### config.mk
export PLATFORM = sky130hd
export DESIGN_NAME = xnor_lfsr_ctr
export DESIGN_NICKNAME = d
export VERILOG_FILES = /design/src/rtl/lfsr_ctr_pkg.sv /design/src/rtl/lfsr_ctl_decode.sv /design/src/rtl/lfsr_feedback.sv /design/src/rtl/lfsr_state_reg.sv /design/src/rtl/lfsr_lockup_detect.sv /design/src/rtl/xnor_lfsr_ctr.sv
export SDC_FILE = /design/constraint.sdc
export NUM_CORES = 1
export LEC_CHECK = 0
export BUFFER_PORTS_ARGS = -buffer_cell sky130_fd_sc_hd__buf_4
export CAP_MARGIN = 15
export CORE_AREA = 2 2 46 48
export DETAILED_ROUTE_END_ITERATION = 10
export DIE_AREA = 0 0 48 50
export GPL_TIMING_DRIVEN = 1
export HOLD_SLACK_MARGIN = 0.02
export PLACE_DENSITY = 0.72
export SLEW_MARGIN = 20
export SYNTH_ARGS = -nofsm -noshare
export SYNTH_HDL_FRONTEND = slang
export SYNTH_SLANG_ARGS = --single-unit
### constraint.sdc
create_clock -name clk -period 1.6 [get_ports clk]
set_input_delay 0.16 -clock clk [delete_from_list [all_inputs] [get_ports clk]]
set_output_delay 0.16 -clock clk [all_outputs]
set_load 0.005 [all_outputs]
### src/rtl/lfsr_ctr_pkg.sv
package lfsr_ctr_pkg;

    // Per-cycle action applied to the state register.
    typedef enum logic [1:0] {
        ACT_HOLD  = 2'd0,
        ACT_STEP  = 2'd1,
        ACT_LOAD  = 2'd2,
        ACT_CLEAR = 2'd3
    } lfsr_act_e;

    // Raw control inputs gathered into one bundle.
    typedef struct packed {
        logic rst;
        logic load;
        logic en;
    } lfsr_ctl_t;

    // Priority: reset, then load, then enable, else hold.
    function automatic lfsr_act_e pick_action(input lfsr_ctl_t c);
        if (c.rst) begin
            return ACT_CLEAR;
        end else if (c.load) begin
            return ACT_LOAD;
        end else if (c.en) begin
            return ACT_STEP;
        end
        return ACT_HOLD;
    endfunction

    // Complemented two-input feedback.
    function automatic logic equiv_bit(input logic a, input logic b);
        return ~(a ^ b);
    endfunction

endpackage

### src/rtl/lfsr_ctl_decode.sv
module lfsr_ctl_decode
    import lfsr_ctr_pkg::*;
(
    input  logic      rst,
    input  logic      load,
    input  logic      en,
    output lfsr_act_e act
);
    lfsr_ctl_t ctl;

    always_comb begin
        ctl.rst  = rst;
        ctl.load = load;
        ctl.en   = en;
        act      = pick_action(ctl);
    end
endmodule

### src/rtl/lfsr_feedback.sv
module lfsr_feedback
    import lfsr_ctr_pkg::*;
(
    input  logic tap_a,
    input  logic tap_b,
    output logic fb
);
    always_comb begin
        fb = equiv_bit(tap_a, tap_b);
    end
endmodule

### src/rtl/lfsr_state_reg.sv
module lfsr_state_reg
    import lfsr_ctr_pkg::*;
#(
    parameter int WIDTH = 15
) (
    input  logic             clk,
    input  lfsr_act_e        act,
    input  logic             fb,
    input  logic [WIDTH-1:0] load_val,
    output logic [WIDTH-1:0] q
);
    logic [WIDTH-1:0] d;

    always_comb begin
        unique case (act)
            ACT_CLEAR: d = '0;
            ACT_LOAD:  d = load_val;
            ACT_STEP:  d = {q[WIDTH-2:0], fb};
            default:   d = q;
        endcase
    end

    always_ff @(posedge clk) begin
        q <= d;
    end
endmodule

### src/rtl/lfsr_lockup_detect.sv
module lfsr_lockup_detect #(
    parameter int WIDTH = 15
) (
    input  logic [WIDTH-1:0] q,
    output logic             stuck
);
    always_comb begin
        stuck = &q;
    end
endmodule

### src/rtl/xnor_lfsr_ctr.sv
module xnor_lfsr_ctr
    import lfsr_ctr_pkg::*;
#(
    parameter int WIDTH  = 15,
    parameter int TAP_HI = 14,
    parameter int TAP_LO = 0
) (
    input  logic             clk,
    input  logic             rst,
    input  logic             en,
    input  logic             load,
    input  logic [WIDTH-1:0] load_val,
    output logic [WIDTH-1:0] state,
    output logic             lockup
);
    lfsr_act_e        act;
    logic             fb;
    logic [WIDTH-1:0] q;

    lfsr_ctl_decode u_dec (
        .rst  (rst),
        .load (load),
        .en   (en),
        .act  (act)
    );

    lfsr_feedback u_fb (
        .tap_a (q[TAP_HI]),
        .tap_b (q[TAP_LO]),
        .fb    (fb)
    );

    lfsr_state_reg #(.WIDTH(WIDTH)) u_reg (
        .clk      (clk),
        .act      (act),
        .fb       (fb),
        .load_val (load_val),
        .q        (q)
    );

    lfsr_lockup_detect #(.WIDTH(WIDTH)) u_lock (
        .q     (q),
        .stuck (lockup)
    );

    assign state = q;
endmodule

## After elaboration in Yosys (flattened, before gate mapping)

Cells that the tools add are included.

- Equality and inequality tests: 3
- Mux-type cells: 8
- Bitwise logic cells: 2
- Reduce and logical (&&, ||, !) cells: 2

Operators by type and width:

| cell | count |
|---|---|
| $pmux W15 S3 | 1 |
| $reduce_and A15 Y1 | 1 |
| $mux W2 | 4 |
| $eq A2 B2 Y1 const B | 2 |
| $mux W1 | 3 |
| $reduce_bool A3 Y1 | 1 |
| $eq A2 B1 Y1 const B | 1 |
| $not A1 Y1 | 1 |
| $xor A1 B1 Y1 | 1 |

- Bits in registers: 15
- Input port bits: 19
- Word-level logic and storage cells: 16

## Longest topological paths before layout

Gate-level depths: netlist of run 1.

- Depth after elaboration: 6
- Gate-level depth with buffers: 3

## By module

A second synthesis of run 1 with hierarchy kept.

- Cells, all modules: 63
- Area total of the unflattened synthesis: 794.5 um^2

Modules (own cells, without submodules):

| module | instances | cells an instance | area an instance (um^2) | seq. area each (um^2) |
|---|---|---|---|---|
| lfsr_state_reg | 1 | 54 | 732.0 | 450.4 |
| lfsr_lockup_detect | 1 | 5 | 36.3 | 0.0 |
| lfsr_ctl_decode | 1 | 3 | 17.5 | 0.0 |
| lfsr_feedback | 1 | 1 | 8.8 | 0.0 |

## Worst setup path after synthesis of run 1

Ideal clock, no wire load.

- Kind: input to register
- Start point: input rst
- End point: register u_reg.q[0] (enable)
- Arrival time: 0.874 ns
- Required time: 1.272 ns
- Setup slack: 0.398 ns
- Stages on the path: 2
- Buffers on the path: 1
- Cell sequence: buf_2 -> or3_1

- Longest elaborated chain between the ends: 4
- Elaborated cells between the ends (all ways): 7

Ends and longest elaborated chain:

| what | RTL line | source |
|---|---|---|
| start: declaration | xnor_lfsr_ctr.sv:9 | `input logic rst,` |
| $mux W2 or $mux W1 (tied branches) | lfsr_ctr_pkg.sv:20 | `if (c.rst) begin` |
| $mux W2 * | lfsr_ctr_pkg.sv:27 | `return ACT_HOLD;` |
| $eq A2 B2 Y1 or $eq A2 B1 Y1 (tied branches) | lfsr_state_reg.sv:15 | `unique case (act)` |
| $reduce_bool A3 Y1 (no source line) * | -- |  |
| end signal: assignment | lfsr_state_reg.sv:24 | `q <= d;` |
| end: declaration | lfsr_state_reg.sv:10 | `output logic [WIDTH-1:0] q` |

Mark *: on every way between the ends. The rest lies on a longest branch, timed or not.
A chain may end at the register's enable or synchronous reset.

## Worst setup path in the final report of run 1

- Start point: register u_reg.q[14]
- End point: output lockup

- Longest elaborated chain between the ends: 1

Ends and longest elaborated chain:

| what | RTL line | source |
|---|---|---|
| $reduce_and A15 Y1 | lfsr_lockup_detect.sv:8 | `stuck = &q;` |
| end: declaration | xnor_lfsr_ctr.sv:14 | `output logic lockup` |

Every way passes these cells.

==> results.yml, run 1 <==
drt:
  wire_per_inst_um: 13.6
  vias: 679
  routed_via_density: 5.07
  ant_nets: 0
  routed_wl_mm: 1.83
  route.detailed.drc: 0
  drt_iter0_drc: 18
  drt_pass1_iterations: 4
critical_path:
  rrSetupSlack_ps: 500
  worstPathMaxFanout: 3
  cp.depth: 3
  slowest_stage: "edfxtp_1"
  crit_family: "simple AND/OR/NAND/NOR gates"
  reg2regPathDepth: 2
  arrival_ps: 1280
  cp-endpoint: "lockup"
  crit_path_end_kind: "output port"
  path_cells: "nand4_1, nor4_2, buf_4"
  required_ps: 1440
  crit_path_max_incr_delay_ps: 400
  cp_num_buf_inv: 1
  worstSetupPathType: "reg2out"
  r2r-end: "u_reg.q[0]"
  cp-startpoint: "u_reg.q[14]"
  r2r_start: "u_reg.q[0]"
  start_kind: "register"
floorplanning:
  core_area_mm2: 0.00190
  rows: 16
  start_util: 0.418
  dieArea_mm2: 0.00240
  die_y_um: 50
  io_pins: 35
  dieWidth_um: 48
logic_synthesis:
  ys_ff_latch: 15
  synth_top_area_frac: 0.566
  syn_inst: 75
  async_flop_share: 0
  synthTopCellsByArea: "edfxtp_1 57%, nand3b_1 13%, a21oi_1 8.8%"
  yosys.area.top_type: "edfxtp_1"
  synth.yosys.warnings: 0
  syn-num-nets: 94
  synthesis.area_um2: 796
  synth_ff_type: "edfxtp_1"
  ys_seq_area_frac: 0.566
  yosysUniqueCellTypes: 15
  avgSynthCellArea_um2: 10.6
  synth_edf_count: 15
timing:
  max_freq_ghz: 0.695
  fin_crit_sh: 0.899
  hold_violations: 0
  worst_pin_slew_ps: 248
  rsz0062_at_grt: "false"
  setup-tns-final_ps: 0
  relSlewSlack: 0.834
  final.setup_skew_ps: 1.49
  maxSlewViolCount: 0
  fin_crit_ps: 1440
  finalSetupViolations: 0
finish:
  syn_to_final_growth_pct: 35.8
  largest_register: "u_reg.q"
  fin_nets: 127
  final_cells: 134
  largestRegisters: "u_reg.q (15)"
  drive_above_1_share: 0.383
  antenna_cells: 0
  largest_reg_flops: 15
global_route:
  grt_max_degree: 32
  antenna_found_initial: 0
  grt_first_pass_wirelength_mm: 2.79
  track_usage: 0.166
  grt_overflow: 0
  first_global_vias: 598
power:
  powerDensity_mw_per_mm2: 791
  max-vdd-ir-drop_mv: 0.474
  finalPower_mw: 0.856
  leakage_nw: 0.445
place:
  dpl.cell_count: 130
  gp_congestion: 0.744
  port_buffers: 34
  place_hpwl_mm: 1.31
clock_network:
  clk_latency_ps: 280
  tritoncts: "done"
  hold_buffers: 0
  clk_pin_slew_ps: 90
  post_cts_buffers: 0
  cts_made_buffers: 3
  root_buffer: "clkbuf_4"
  htreeDepth: 1
  clock_path_buffers: 2
  cts.sinks: 15
job:
  max_cap_violations: 0
run_status:
  outcome: "completed"
min_path:
  hold_class: "in2reg"
==> cell families after synthesis <==
| kind of cell | count (synthesis) | synth area share |
|---|---|---|
| simple gates | 36 | 0.256 |
| compound gates | 15 | 0.102 |
| flops | 15 | 0.566 |
| buf+inv | 8 | 0.0645 |
| xor+xnor | 1 | 0.0110 |
==> per-stage QoR <==
stage | worst slack [ps] | cell area [um2] | util | hold slack [ps]
3_5_place_dp | 403 | 1050 | 0.551 | 458
2_1_floorplan | 398 | 796 | - | 362
3_3_place_gp | 436 | 1050 | 0.551 | 458
5_1_grt | 29.9 | 1080 | 0.568 | 158
4_1_cts | 86.8 | 1070 | 0.565 | 164
6_report | 161 | 1080 | 0.568 | 168
==> where the power goes <==
part           switching [mW]  total [mW]  internal (mW)  leakage [nW]
registers              0.0264       0.493          0.466         0.171
clock network           0.121       0.218         0.0966        0.0150
logic                  0.0588       0.145         0.0860         0.259
==> Yosys cell counts, drive strengths merged (3+ instances only) <==
cell type,count
nand3b,14
buf,8
a21oi,14
nand4,3
edfxtp,15
nand2,14
==> repair_timing <==
action,4_1_cts,5_1_grt
endpoints found under the setup margin,0,1
gates resized for setup,0,1
endpoints found under the hold margin,0,0
==> worst min path at each step <==
stage	startpoint	to	slack, ps	cells past startpoint
2_1_floorplan	load_val[0]	u_reg.q[0]	360	1
3_5_place_dp	load_val[0]	u_reg.q[0]	460	2
4_1_cts	load_val[0]	u_reg.q[0]	160	2
6_report	load_val[0]	u_reg.q[0]	170	2
5_1_grt	load_val[0]	u_reg.q[0]	160	2
3_3_place_gp	load_val[0]	u_reg.q[0]	460	2
==> per-layer routing <==
metal	track usage	wire, um
met5	0	0
met4	0.0946	27
met3	0.0110	78
met2	0.247	925
met1	0.229	798
==> final cells by class <==
| type | count | area, um2 |
|---|---|---|
| Clock buffer | 4 | 26.3 |
| Fill cell | 184 | 821 |
| Multi-Input combinational cell | 52 | 300 |
| Sequential cell | 15 | 450 |
| Tap cell | 27 | 33.8 |
| Timing Repair Buffer | 36 | 270 |
==> worst reg2reg max path, stage by stage, from the launching register on <==
cell and delay [ps]:
edfxtp_1 450, xnor2_1 160, a32o_2 260
==> cells in the final DEF (no fill, tap or decap), drive strengths merged, types with 3 or more instances in the layout <==
cell,instances
nand2,14
clkbuf,4
nand4,3
a21oi,14
edfxtp,15
buf,36
nand3b,14
Note: power is estimated with default switching activity, not from simulation.
==> run 2, diff against run 1 <==
--- a/config.mk
+++ b/config.mk
@@ -7,12 +7,12 @@
 export LEC_CHECK = 0
 export BUFFER_PORTS_ARGS = -buffer_cell sky130_fd_sc_hd__buf_4
 export CAP_MARGIN = 15
-export CORE_AREA = 2 2 46 48
+export CORE_AREA = 2 2 48 50
 export DETAILED_ROUTE_END_ITERATION = 10
-export DIE_AREA = 0 0 48 50
+export DIE_AREA = 0 0 50 52
 export GPL_TIMING_DRIVEN = 1
 export HOLD_SLACK_MARGIN = 0.02
-export PLACE_DENSITY = 0.72
+export PLACE_DENSITY = 0.7
 export SLEW_MARGIN = 20
 export SYNTH_ARGS = -nofsm -noshare
 export SYNTH_HDL_FRONTEND = slang
==> constraint.sdc (replaced) <==
create_clock -name clk -period 1.29 [get_ports clk]
set_input_delay 0.129 -clock clk [delete_from_list [all_inputs] [get_ports clk]]
set_output_delay 0.129 -clock clk [all_outputs]
set_load 0.005 [all_outputs]
==> run 2 against run 1 <==
  * The run now ends with negative setup slack left
  * Utilization is 0.85 points higher
  * Cell count is 13% higher
  * Die area is 8.3% higher
  * Design area is 12% higher
  * Critical path type unchanged
  * Highest routed layer unchanged
==> results.yml, run 2 (synthesis results as in run 1) <==
job:
  max_cap_violations: 0
floorplanning:
  dieWidth_um: 50
  dieArea_mm2: 0.00260
  rows: 17
  core_area_mm2: 0.00211
  start_util: 0.378
  die_y_um: 52
  io_pins: 35
timing:
  maxSlewViolCount: 0
  fin_crit_sh: 1.06
  relSlewSlack: 0.832
  hold_violations: 0
  final.setup_skew_ps: 4.98
  max_freq_ghz: 0.731
  setup-tns-final_ps: -77.2
  finalSetupViolations: 1
  worst_pin_slew_ps: 250
  rsz0062_at_grt: "true"
  timing.final.ws_setup_ps: -77.2
  fin_crit_ps: 1370
finish:
  drive_above_1_share: 0.476
  largest_reg_flops: 15
  fin_nets: 144
  syn_to_final_growth_pct: 52.7
  largestRegisters: "u_reg.q (15)"
  regArea_um2: 450
  layout_common_cells: "53 x buf_4, 15 x edfxtp_1, 14 x nand2_1, 14 x nand3b_1, 14 x a21oi_1"
  antenna_cells: 0
  multi_input_area_um2: 305
  fillers: 185
  final_common_cell: "buf_4"
  largest_register: "u_reg.q"
clock_network:
  htreeDepth: 1
  cts_made_buffers: 3
  cts.sinks: 15
  tritoncts: "done"
  clock_path_buffers: 2
  clk_latency_ps: 290
  root_buffer: "clkbuf_4"
  clk_pin_slew_ps: 90
critical_path:
  start_kind: "register"
  arrival_ps: 1240
  worstSetupPathType: "reg2out"
  slowest_stage: "edfxtp_1"
  path_cells: "nand4_1, nor4_2, buf_4"
  cp_num_buf_inv: 1
  required_ps: 1160
  crit_path_end_kind: "output port"
  crit_path_max_incr_delay_ps: 370
  crit_family: "simple AND/OR/NAND/NOR gates"
  worstPathMaxFanout: 2
run_status:
  outcome: "finished with violations"
  violations: "negative setup slack"
global_route:
  track_usage: 0.182
  grt_first_pass_wirelength_mm: 3.44
  grt_max_degree: 17
  first_global_vias: 721
  grt_overflow: 0
  antenna_found_initial: 0
place:
  gp_congestion: 0.720
  port_buffers: 34
  post-place-ws_ps: 149
  place_hpwl_mm: 1.48
drt:
  ant_nets: 0
  wire_per_inst_um: 14.9
  route.detailed.drc: 0
  routed_wl_mm: 2.27
  routed_via_density: 5.00
  drt_iter0_drc: 25
  vias: 760
  drt_pass1_iterations: 4
min_path:
  hold_class: "in2reg"
power:
  max-vdd-ir-drop_mv: 0.791
  finalPower_mw: 1.13
  powerDensity_mw_per_mm2: 932
  leakage_nw: 0.532
-- run 2: worst paths after layout --
check                                 start         end  slack [ps]  cells after the start
worst min-delay path            load_val[0]  u_reg.q[0]         140                      2
worst max register to register  u_reg.q[14]  u_reg.q[0]          90                      3
worst max-delay path             u_reg.q[7]      lockup         -80                      3
worst min register to register   u_reg.q[3]  u_reg.q[4]         720                      2
-- run 2: area by class of cell --
class,instances,share of cell area
Clock buffer,4,0.0216
Multi-Input combinational cell,52,0.251
Sequential cell,15,0.371
Tap cell,28,0.0288
Timing Repair Buffer,53,0.327
-- run 2: metal layers --
| layer | wire length (um) | vias to the layer above | track usage |
|---|---|---|---|
| met3 | 132 | 6 | 0.0144 |
| met2 | 1170 | 32 | 0.287 |
| met4 | 58 | 0 | 0.111 |
| met5 | 0 | - | 0 |
| li1 | - | 370 | - |
| met1 | 906 | 352 | 0.242 |
-- run 2: per-stage QoR --
step / cells / instance area (um2) / hold WS (ps) / utilization
floorplan: 75 / 796 / 331 / -
CTS: 151 / 1210 / 136 / 0.573
global placement: 134 / 1070 / 426 / 0.509
global route: 152 / 1210 / 130 / 0.577
finish: 152 / 1210 / 140 / 0.577
detailed placement: 134 / 1070 / 428 / 0.509
-- run 2: power by group --
part | switching, mW | total [mW] | internal [mW]
combinational | 0.103 | 0.255 | 0.152
sequential | 0.0245 | 0.603 | 0.578
clock | 0.155 | 0.275 | 0.120
total | 0.282 | 1.13 | 0.851
-- run 2: timing repair --
item | 4_1_cts | 5_1_grt
setup buffers | 13 | 1
hold buffers | 0 | 0
setup endpoints to repair | 1 | 1
resized for setup | 2 | 0
pin swaps | 1 | 0
==> run 3, diff against run 2 <==
--- a/config.mk
+++ b/config.mk
@@ -7,12 +7,11 @@
 export LEC_CHECK = 0
 export BUFFER_PORTS_ARGS = -buffer_cell sky130_fd_sc_hd__buf_4
 export CAP_MARGIN = 15
-export CORE_AREA = 2 2 48 50
+export CORE_AREA = 2 2 51 53
 export DETAILED_ROUTE_END_ITERATION = 10
-export DIE_AREA = 0 0 50 52
+export DIE_AREA = 0 0 53 55
 export GPL_TIMING_DRIVEN = 1
 export HOLD_SLACK_MARGIN = 0.02
-export PLACE_DENSITY = 0.7
 export SLEW_MARGIN = 20
 export SYNTH_ARGS = -nofsm -noshare
 export SYNTH_HDL_FRONTEND = slang
==> run 3 against run 2 <==
  * The flow still finishes with violations (negative setup slack)
  * Clock power is 3% lower
  * Fmax is 0.37% higher
  * Global-route usage is 3.2 points lower
  * First-iteration DRC count is 12% lower
  * Sequential share of layout area is 0.86 points higher
  * Die area is 12% higher
  * Critical endpoint unchanged
==> results.yml, run 3 (synthesis results as in run 1) <==
run_status:
  outcome: "finished with violations"
  violations: "negative setup slack"
timing:
  fin_crit_ps: 1360
  hold_ws_ps: 142
  finalSetupViolations: 1
  hold_violations: 0
  max_freq_ghz: 0.734
  relSlewSlack: 0.834
  timing.final.ws_setup_ps: -72.1
  maxSlewViolCount: 0
  final.setup_skew_ps: 2.20
  fin_crit_sh: 1.06
  rsz0062_at_grt: "true"
  worst_pin_slew_ps: 246
finish:
  final_util: 0.502
  final_common_cell: "buf_4"
  syn_to_final_growth_pct: 49.2
  antenna_cells: 0
  fin_nets: 140
  layout_common_cells: "49 x buf_4, 15 x edfxtp_1, 14 x nand2_1, 14 x nand3b_1, 14 x a21oi_1"
  drive_above_1_share: 0.458
  largest_reg_flops: 15
  final_cells: 150
  final_area_mm2: 0.00119
  largest_register: "u_reg.q"
  largestRegisters: "u_reg.q (15)"
floorplanning:
  rows: 18
  dieArea_mm2: 0.00292
  io_pins: 35
  start_util: 0.337
  core_area_mm2: 0.00236
  die_y_um: 55
  dieWidth_um: 53
place:
  place_hpwl_mm: 1.46
  dpl.cell_count: 136
  gp_congestion: 0.678
  port_buffers: 34
  dpl_cell_area_mm2: 0.00107
global_route:
  track_usage: 0.149
  grtUsageMet1: 0.192
  grt_use_met2: 0.252
  grt.busiest_layer: "met2"
  grt_max_degree: 19
  antenna_found_initial: 0
  first_global_vias: 691
  grt_util_met3: 0.0215
  grt_overflow: 0
  grt_first_pass_wirelength_mm: 3.10
critical_path:
  worstPathMaxFanout: 3
  start_kind: "register"
  worstSetupPathType: "reg2out"
  required_ps: 1160
  arrival_ps: 1230
  crit_path_end_kind: "output port"
  rrSetupSlack_ps: 90
drt:
  routed_wl_mm: 2.09
  wire_per_inst_um: 13.9
  drt_pass1_iterations: 5
  routed_via_density: 4.99
  vias: 749
  drt_iter0_drc: 22
  ant_nets: 0
  route.detailed.drc: 0
clock_network:
  cts.sinks: 15
  htreeDepth: 1
  clk_latency_ps: 280
  root_buffer: "clkbuf_4"
  clock_path_buffers: 2
  tritoncts: "done"
  cts_made_buffers: 3
  clk_pin_slew_ps: 90
power:
  leakage_nw: 0.511
  finalPower_mw: 1.11
  powerDensity_mw_per_mm2: 931
  max-vdd-ir-drop_mv: 0.566
min_path:
  hold_class: "in2reg"
job:
  max_cap_violations: 0
==> run 3: final timing paths <==
check                                 start         end  cells after the start
worst max-delay path             u_reg.q[9]      lockup                      3
worst min-delay path            load_val[0]  u_reg.q[0]                      2
worst max register to register   u_reg.q[0]  u_reg.q[0]                      3
worst min register to register   u_reg.q[3]  u_reg.q[4]                      2
==> run 3: report_power, final <==
part	switching (mW)	internal, mW	total [mW]
sequential	0.0263	0.578	0.605
clock	0.147	0.120	0.267
combinational	0.0931	0.141	0.234
total	0.266	0.839	1.11
==> run 3: layer usage <==
| layer | part of all wire | up-vias | wire length [um] |
|---|---|---|---|
| met2 | 0.50 | 28 | 1040 |
| met1 | 0.44 | 355 | 916 |
| met5 | 0 | - | 0 |
| met4 | 0.0062 | 0 | 13 |
| li1 | - | 364 | - |
| met3 | 0.059 | 2 | 123 |
==> run 3: stage by stage <==
stage	TNS [ps]	setup slack (ps)
final	-72.1	-72.1
after global routing	-112	-112
after floorplan	0	119
after global placement	0	154
after CTS	-66.8	-66.8
after detailed placement	0	158
==> run 3: cell type report <==
type / count / area [um2]
multi-input combinational: 52 / 305
tap: 30 / 37.5
sequential: 15 / 450
clock buffer: 4 / 26.3
timing repair buffer: 49 / 368
fill: 220 / 1180
==> run 3: worst max-delay path, cell delays in order (launching register included) <==
cell and delay, ps:
edfxtp_1 390, nand4_1 130, nor4_2 270, buf_4 160
==> run 3: timing repair <==
| item | 4_1_cts | 5_1_grt |
|---|---|---|
| setup buffers | 10 | 0 |
| hold buffers | 0 | 0 |
| resized for setup | 1 | 1 |
| pin swaps | 3 | 0 |
| setup endpoints to repair | 1 | 1 |
